### src/rtl/stkp_pkg.sv
package stkp_pkg;
  typedef enum logic [1:0] {
    ST_IDLE    = 2'd0,
    ST_PUSH_HI = 2'd1,
    ST_POP_LO  = 2'd2
  } stk_state_e;
endpackage

### src/rtl/stkp_ram.sv
module stkp_ram #(
  parameter int AW = 8,
  parameter int DW = 8
) (
  input  logic          clk,
  input  logic          rst,
  input  logic          we,
  input  logic          re,
  input  logic [AW-1:0] addr,
  input  logic [DW-1:0] wdata,
  output logic [DW-1:0] rdata,
  output logic          rvalid
);
  localparam int DEPTH = 1 << AW;

  logic [DW-1:0] mem [DEPTH];

  // storage and read port without reset so a block RAM can be inferred
  always_ff @(posedge clk) begin
    if (we) mem[addr] <= wdata;
    if (re) rdata <= mem[addr];
  end

  always_ff @(posedge clk) begin
    if (rst) rvalid <= 1'b0;
    else     rvalid <= re;
  end
endmodule

### src/rtl/stkp_ctrl.sv
module stkp_ctrl
  import stkp_pkg::*;
#(
  parameter int              AW       = 8,
  parameter int              DW       = 8,
  parameter logic [AW-1:0]   RESET_SP = 8'h07
) (
  input  logic            clk,
  input  logic            rst,
  input  logic            push_req,
  input  logic [DW-1:0]   push_data,
  input  logic            call_push_req,
  input  logic [2*DW-1:0] call_push_data,
  input  logic            pop_req,
  input  logic            ret_pop_req,
  input  logic            sp_load,
  input  logic [AW-1:0]   sp_load_data,
  output logic [AW-1:0]   sp,
  output logic            busy,
  output logic [AW-1:0]   ram_addr,
  output logic            ram_we,
  output logic [DW-1:0]   ram_wdata,
  output logic            ram_re
);
  localparam logic [AW-1:0] STEP = AW'(1);

  stk_state_e    state;
  logic [DW-1:0] hold_hi;
  logic [AW-1:0] sp_up, sp_dn;

  assign sp_up = sp + STEP;
  assign sp_dn = sp - STEP;
  assign busy  = (state != ST_IDLE);

  always_ff @(posedge clk) begin
    if (rst) begin
      sp        <= RESET_SP;
      state     <= ST_IDLE;
      hold_hi   <= '0;
      ram_addr  <= '0;
      ram_we    <= 1'b0;
      ram_wdata <= '0;
      ram_re    <= 1'b0;
    end else begin
      ram_we <= 1'b0;
      ram_re <= 1'b0;
      if (sp_load) begin
        sp    <= sp_load_data;
        state <= ST_IDLE;
      end else begin
        unique case (state)
          ST_IDLE: begin
            if (call_push_req) begin
              sp        <= sp_up;
              ram_addr  <= sp_up;
              ram_we    <= 1'b1;
              ram_wdata <= call_push_data[DW-1:0];
              hold_hi   <= call_push_data[2*DW-1:DW];
              state     <= ST_PUSH_HI;
            end else if (push_req) begin
              sp        <= sp_up;
              ram_addr  <= sp_up;
              ram_we    <= 1'b1;
              ram_wdata <= push_data;
            end else if (ret_pop_req) begin
              ram_addr <= sp;
              ram_re   <= 1'b1;
              sp       <= sp_dn;
              state    <= ST_POP_LO;
            end else if (pop_req) begin
              ram_addr <= sp;
              ram_re   <= 1'b1;
              sp       <= sp_dn;
            end
          end
          ST_PUSH_HI: begin
            sp        <= sp_up;
            ram_addr  <= sp_up;
            ram_we    <= 1'b1;
            ram_wdata <= hold_hi;
            state     <= ST_IDLE;
          end
          ST_POP_LO: begin
            ram_addr <= sp;
            ram_re   <= 1'b1;
            sp       <= sp_dn;
            state    <= ST_IDLE;
          end
          default: state <= ST_IDLE;
        endcase
      end
    end
  end
endmodule

### src/rtl/stack_ptr_unit.sv
module stack_ptr_unit #(
  parameter int            AW       = 8,
  parameter int            DW       = 8,
  parameter logic [AW-1:0] RESET_SP = 8'h07
) (
  input  logic            clk,
  input  logic            rst,
  input  logic            push_req,
  input  logic [DW-1:0]   push_data,
  input  logic            call_push_req,
  input  logic [2*DW-1:0] call_push_data,
  input  logic            pop_req,
  input  logic            ret_pop_req,
  input  logic            sp_load,
  input  logic [AW-1:0]   sp_load_data,
  output logic [AW-1:0]   sp,
  output logic            busy,
  output logic [AW-1:0]   ram_addr,
  output logic            ram_we,
  output logic [DW-1:0]   ram_wdata,
  output logic            ram_re,
  output logic [DW-1:0]   pop_data,
  output logic            pop_valid
);
  stkp_ctrl #(.AW(AW), .DW(DW), .RESET_SP(RESET_SP)) u_ctrl (
    .clk            (clk),
    .rst            (rst),
    .push_req       (push_req),
    .push_data      (push_data),
    .call_push_req  (call_push_req),
    .call_push_data (call_push_data),
    .pop_req        (pop_req),
    .ret_pop_req    (ret_pop_req),
    .sp_load        (sp_load),
    .sp_load_data   (sp_load_data),
    .sp             (sp),
    .busy           (busy),
    .ram_addr       (ram_addr),
    .ram_we         (ram_we),
    .ram_wdata      (ram_wdata),
    .ram_re         (ram_re)
  );

  stkp_ram #(.AW(AW), .DW(DW)) u_ram (
    .clk    (clk),
    .rst    (rst),
    .we     (ram_we),
    .re     (ram_re),
    .addr   (ram_addr),
    .wdata  (ram_wdata),
    .rdata  (pop_data),
    .rvalid (pop_valid)
  );
endmodule

### config.mk
export PLATFORM = sky130hd
export DESIGN_NAME = stack_ptr_unit
export DESIGN_NICKNAME = d
export VERILOG_FILES = /design/src/rtl/stkp_pkg.sv /design/src/rtl/stkp_ram.sv /design/src/rtl/stkp_ctrl.sv /design/src/rtl/stack_ptr_unit.sv
export SDC_FILE = /design/constraint.sdc
export NUM_CORES = 2
export LEC_CHECK = 0
export ABC_AREA = 1
export ABC_CLOCK_PERIOD_IN_PS = 6400
export BUFFER_PORTS_ARGS = -buffer_cell sky130_fd_sc_hd__buf_2
export CORE_UTILIZATION = 55
export CTS_BUF_LIST = sky130_fd_sc_hd__clkbuf_4 sky130_fd_sc_hd__clkbuf_8
export CTS_CLUSTER_SIZE = 20
export DETAILED_ROUTE_END_ITERATION = 6
export PLACE_DENSITY_LB_ADDON = 0.25
export SYNTH_ARGS = -nofsm -noshare
export SYNTH_HDL_FRONTEND = slang
export SYNTH_SLANG_ARGS = --single-unit
### constraint.sdc
create_clock -name clk -period 6.4 [get_ports clk]
set_clock_uncertainty 0.15 [all_clocks]
set_input_delay 0.96 -clock clk [delete_from_list [all_inputs] [get_ports clk]]
set_output_delay 0.96 -clock clk [all_outputs]
set_load 0.02 [all_outputs]
# --- Word-level counts from Yosys, hierarchy flattened ---
# Memories as Yosys holds them, arrays and structs flattened. A register that Yosys moved wholly into a read port is not among the register bits.
# Cells that the tools add are included.
classes:
  add_sub_neg: 2
  n_eq_ne: 6
  muxes: 27
  bitwise_logic: 3
  reduce_logical: 15
op_table:
  columns: ["cell", "count"]
  rows:
  - ["8-bit 2-to-1 mux", 11]
  - ["8-bit case mux with 3 select lines", 2]
  - ["8-bit case mux with 2 select lines", 1]
  - ["1-bit 2-to-1 mux", 11]
  - ["3-bit AND reduction", 3]
  - ["8-bit by 1-bit adder with 8-bit output (second input constant)", 1]
  - ["8-bit by 1-bit subtractor with 8-bit output (second input constant)", 1]
  - ["6-bit inequality test (second input constant)", 1]
  - ["2-bit AND reduction", 3]
  - ["2-bit nonzero test", 3]
  - ["5-bit inequality test (second input constant)", 1]
  - ["1-bit case mux with 2 select lines", 2]
  - ["4-bit nonzero test", 1]
  - ["4-bit OR reduction", 1]
  - ["3-bit inequality test (second input constant)", 1]
  - ["1-bit inverter", 3]
  - ["3-bit nonzero test", 1]
  - ["3-bit OR reduction", 1]
  - ["2-bit by 1-bit equality test with 1-bit output (second input constant)", 1]
  - ["2-bit equality test (second input constant)", 1]
  - ["2-bit zero test", 1]
  - ["2-bit by 1-bit inequality test with 1-bit output (second input constant)", 1]
  - ["2-bit OR reduction", 1]
totals:
  reg_bits: 37
  ramBits: 2048
  inputBits: 39
  output_inout_bits: 36
  wordCells: 63
  mem_count: 1
mem_list:
  columns: ["memory", "words", "word_bits", "rd", "rd_clocked_by_memory_dff", "write_ports", "line", "rtl"]
  rows:
  - ["u_ram.mem", 256, 8, 1, 1, 1, "stkp_ram.sv:16", "logic [DW-1:0] mem [DEPTH];"]

# --- Longest topological paths before layout ---
logic_depth:
  word_depth: 7
  ltp_mapped: 16
  ltp_nobuf: 13

# --- Cells and area by module ---
# A second synthesis with hierarchy kept.
hier_totals:
  cells_unflattened: 8387
  area_unflattened_um2: 87256.2
by_module_without_submodules:
  columns: ["mod", "instances", "cells_per_inst", "area_per_inst_um2", "seq_area_each_um2"]
  rows:
  - ["stkp_ram", 1, 8024, 84964.0, 61759.2]
  - ["stkp_ctrl", 1, 363, 2292.2, 720.7]

# --- Worst setup path before layout ---
# Ideal clock, no wire load.
synth_timing:
  path_kind: "reg2out"
  from: "register u_ctrl.ram_wdata[0]"
  to: "output ram_wdata[0]"
  t_arrival_ns: 3.522
  required_ns: 5.290
  setup_slack_ns: 1.768
  path_stages_with_launch: 1
  path_buffers: 0
  cell_sequence: "dfxtp_1"
synth_rtl:
  columns: ["element", "line", "rtl"]
  rows:
  - ["start, declared", "stkp_ctrl.sv:22", "output logic [DW-1:0] ram_wdata,"]
  - ["start signal, assigned", "stkp_ctrl.sv:57", "ram_wdata <= call_push_data[DW-1:0];"]
  - ["start signal, assigned", "stkp_ctrl.sv:64", "ram_wdata <= push_data;"]
  - ["start signal, assigned", "stkp_ctrl.sv:80", "ram_wdata <= hold_hi;"]
  - ["end, declared", "stack_ptr_unit.sv:20", "output logic [DW-1:0] ram_wdata,"]
# No word-level cell between the ends.

==> metrics.md <==
| Metric | Value |
|---|---|
| Run status | complete, no violations |
| DP HPWL | roughly 130000 um |
| Peak VDD IR | 0.000256 V |
| Power density cells | 313 nW/um2 |
| Vias in the first global route | 54500 |
| RSZ-0062 raised after global routing | false |
| Synth top area share | 73.2% |
| Commonest register cell after synthesis | edfxtp_1 |
| Crit path max-delay cell type | dfxtp_4 |
| Setup bufs post-CTS | 0 |
| Startpoint Class | register |
| Clk pin slew, worst setup/hold paths | 0.07 ns |
| Cell count after synthesis | roughly 7400 |
| Post-synthesis mux area share | 0% |
| Die W | 394 um |
| Max_cap viols | 0 |
| DRT iter0 DRCs | 6948 |
| Lkg Pwr | approximately 34 nW |
| Drt first pass iters | 7 |
| Setup TNS | 0 ns |
| Global-route wire length before repair | 348000 um |
| Synth cell types | 34 |
| CTS tree | done |
| Synthesized area | 84300 um2 |
| Post-Route WL | 237000 um |
| Synthesized area per cell | 11.4 um2 |
| Area contributors post-synth | edfxtp_1, nand2_1, nor2_1, nand3_1, buf_2 |
| Number of vias per cell | 5.79 |
| Post-synth top area cell | edfxtp_1 |
| Placed Area | 86600 um2 |
| Input/output buffers | 74 |
| Worst hold slack | 0.0882 ns |
| Die area | 155000 um2 |
| Total I/O pin count | 75 |
| Buf+Inv Stages, Crit Path | 2 |
| Starting Density | ~55% |
| Fillcell total | approximately 12000 |
| FFs w/ async S/R, synth | 0% |
| Top-count cell post-synth | nand2_1 |
| Max FO, Critical Path | roughly 170 |
| Simple-gate share of the synthesized area | 20.2% |
| Worst-Skew Late Latency | between 1 and 1.5 ns |
| Total grt overflow | 0 |
| EDFF count, synth | 2056 |
| DRC errors left | 0 |
| Core box area | 152000 um2 |
| CTS resizes | 0 |
| Clock Tree Root | clkbuf_8 |
| Die H | 394 um |
| Hold-fix buffers, CTS | 9 |
| Min Tclk post-route | 4.68 ns |
| # placed instances | 9243 |
| Std cell rows | 143 |
| Setup violators final | 0 |
| Worst rel slew slack | roughly 11% |
| Max Fclk | 0.214 GHz |
| Worst Tran Pin Value | 1.33 ns |
| Sink Count | 2093 |
| Worst EP required | 7.12 ns |
| Largest stage delay, worst path | 0.85 ns |
| Routability Congestion | 0.890 |
| Vias | 56800 |
| Cts bufs inserted | 334 |
| Largest net degree at the start of global routing | 193 |
| H-tree lvl count | 5 |
| Non-Filler Instances | 9813 |
| Kind of critical path | reg2reg |
| Layout cells sized above 1 | 8.87% |
| Syn_nets | 7474 |
| XOR/XNOR share of the synthesized area | 0.0831% |
| Post-synth top cells | nand2_1, edfxtp_1, nor2_1, nand3_1, buf_2 |
| Total GRT Usage | a little under a third |
| CTS max path bufs | 4 |
| Worst setup EP type | register |
| Synth Area in Compound Gates | 3.09% |
| # nets final | 7604 |
| Post-Route Utilization | 61.1% |
| Main combinational cell family by area after synthesis | simple AND/OR/NAND/NOR gates |
| Final Cycle Share | 73.2% |
| Ordered list of cells on the worst path | inv_16, nor2_4, buf_4, nand2_1, nand4_1, nand2_1, nand2_1, nor2_1, nor2_1, nor2_1, nand2_1, nand2_1, nand3_1 |
| Final WS setup | 1.72 ns |
| Max-slew violations | 0 |
| Yosys warning total | 0 |
| Yosys reg bits | 2093 |
| Seq/Total Area, Yosys | ~74% |
| Antenna-violating nets left | 0 |
| Post-synthesis adder-cell area fraction | 0.104% |
| Syn-to-layout area delta | 10.1% |
| Fin area | between 90000 and 100000 um2 |
| Worst min path class | in2reg |
| Initial antenna violation count | 12 |
| Crit path top cell by count | nand2_1 |
| Crit path DAT | 5.41 ns |
| CP top delay family | simple AND/OR/NAND/NOR gates |
| Pre-CTS WS | slightly above 2 ns |
| Drt wl/cell | 24.2 um |
| Tot Pwr | 29.1 mW |
| Final Hold Viols | 0 |
-- logic make-up after synthesis --
| family | Yosys count |
|---|---|
| buf+inv | 475 |
| compound gates | 475 |
| xor+xnor | 8 |
| simple gates | 4370 |
| fa+ha+maj | 7 |
| flops | 2093 |
-- path summary, 6_finish.rpt --
path                                          from               to  slack, ns  cells past startpoint
worst min-delay path               sp_load_data[6]     u_ctrl.sp[6]       0.09                      3
worst max register to register  u_ctrl.ram_addr[0]   u_ram.rdata[3]       1.72                     13
worst min register to register     u_ctrl.state[0]  u_ctrl.state[0]       0.33                      2
worst max-delay path            u_ctrl.ram_addr[0]   u_ram.rdata[3]       1.72                     13
-- routing by layer --
layer,global-route usage [%],share of wire (%),up-vias
li1,-,-,25500
met1,41.7,39,27300
met2,46.1,45,3469
met3,6.71,11,542
met4,14.6,4.7,10
met5,0,0.026,-
-- tightest hold or removal path, delay by kind of cell --
family	cells	cell delay [ns]
compound gates	2	0.18
buf+inv	1	0.08
-- cell usage in the layout, fill, tap and decap left out, types with 10 or more instances in the layout --
master and count:
buf_2 74, nand2_1 3502, a21oi_1 151, buf_4 74, clkinv_2 22, nand3_1 199
edfxtp_1 2056, buf_12 23, nor2_1 524, dfxtp_1 27, inv_1 70, clkbuf_4 111
nand4_1 132, a211oi_1 11, o21ai_1 58, clkbuf_8 344, dfxtp_4 10, a22oi_1 66
clkinv_1 78, o21ai_0 171
-- area by class of cell --
type / count / area, um2 / area share (%)
tap: 2030 / 2540 / 2.74
clock buffer: 455 / 5570 / 6.00
antenna: 2 / 5.00 / 0.00539
multi-input combinational: 4860 / 19800 / 21.3
timing repair buffer: 180 / 1480 / 1.59
inverter: 89 / 379 / 0.408
sequential: 2093 / 62500 / 67.3
clock inverter: 104 / 576 / 0.620
-- sequential cells by signal, summed over array words and instances, names as in the netlist --
name / flops
u_ctrl.state: 2
u_ctrl.hold_hi: 8
u_ctrl.ram_addr: 8
u_ctrl.ram_re: 1
u_ram.mem: 2048
u_ctrl.ram_we: 1
u_ram.rvalid: 1
u_ctrl.ram_wdata: 8
u_ctrl.sp: 8
u_ram.rdata: 8
-- report_power, final --
part	leakage, nW	switching [mW]	internal, mW
clock	3.27	5.04	5.79
sequential	18.6	0.115	15.3
combinational	12.2	2.21	0.659
(Power assumes the default switching activity.)
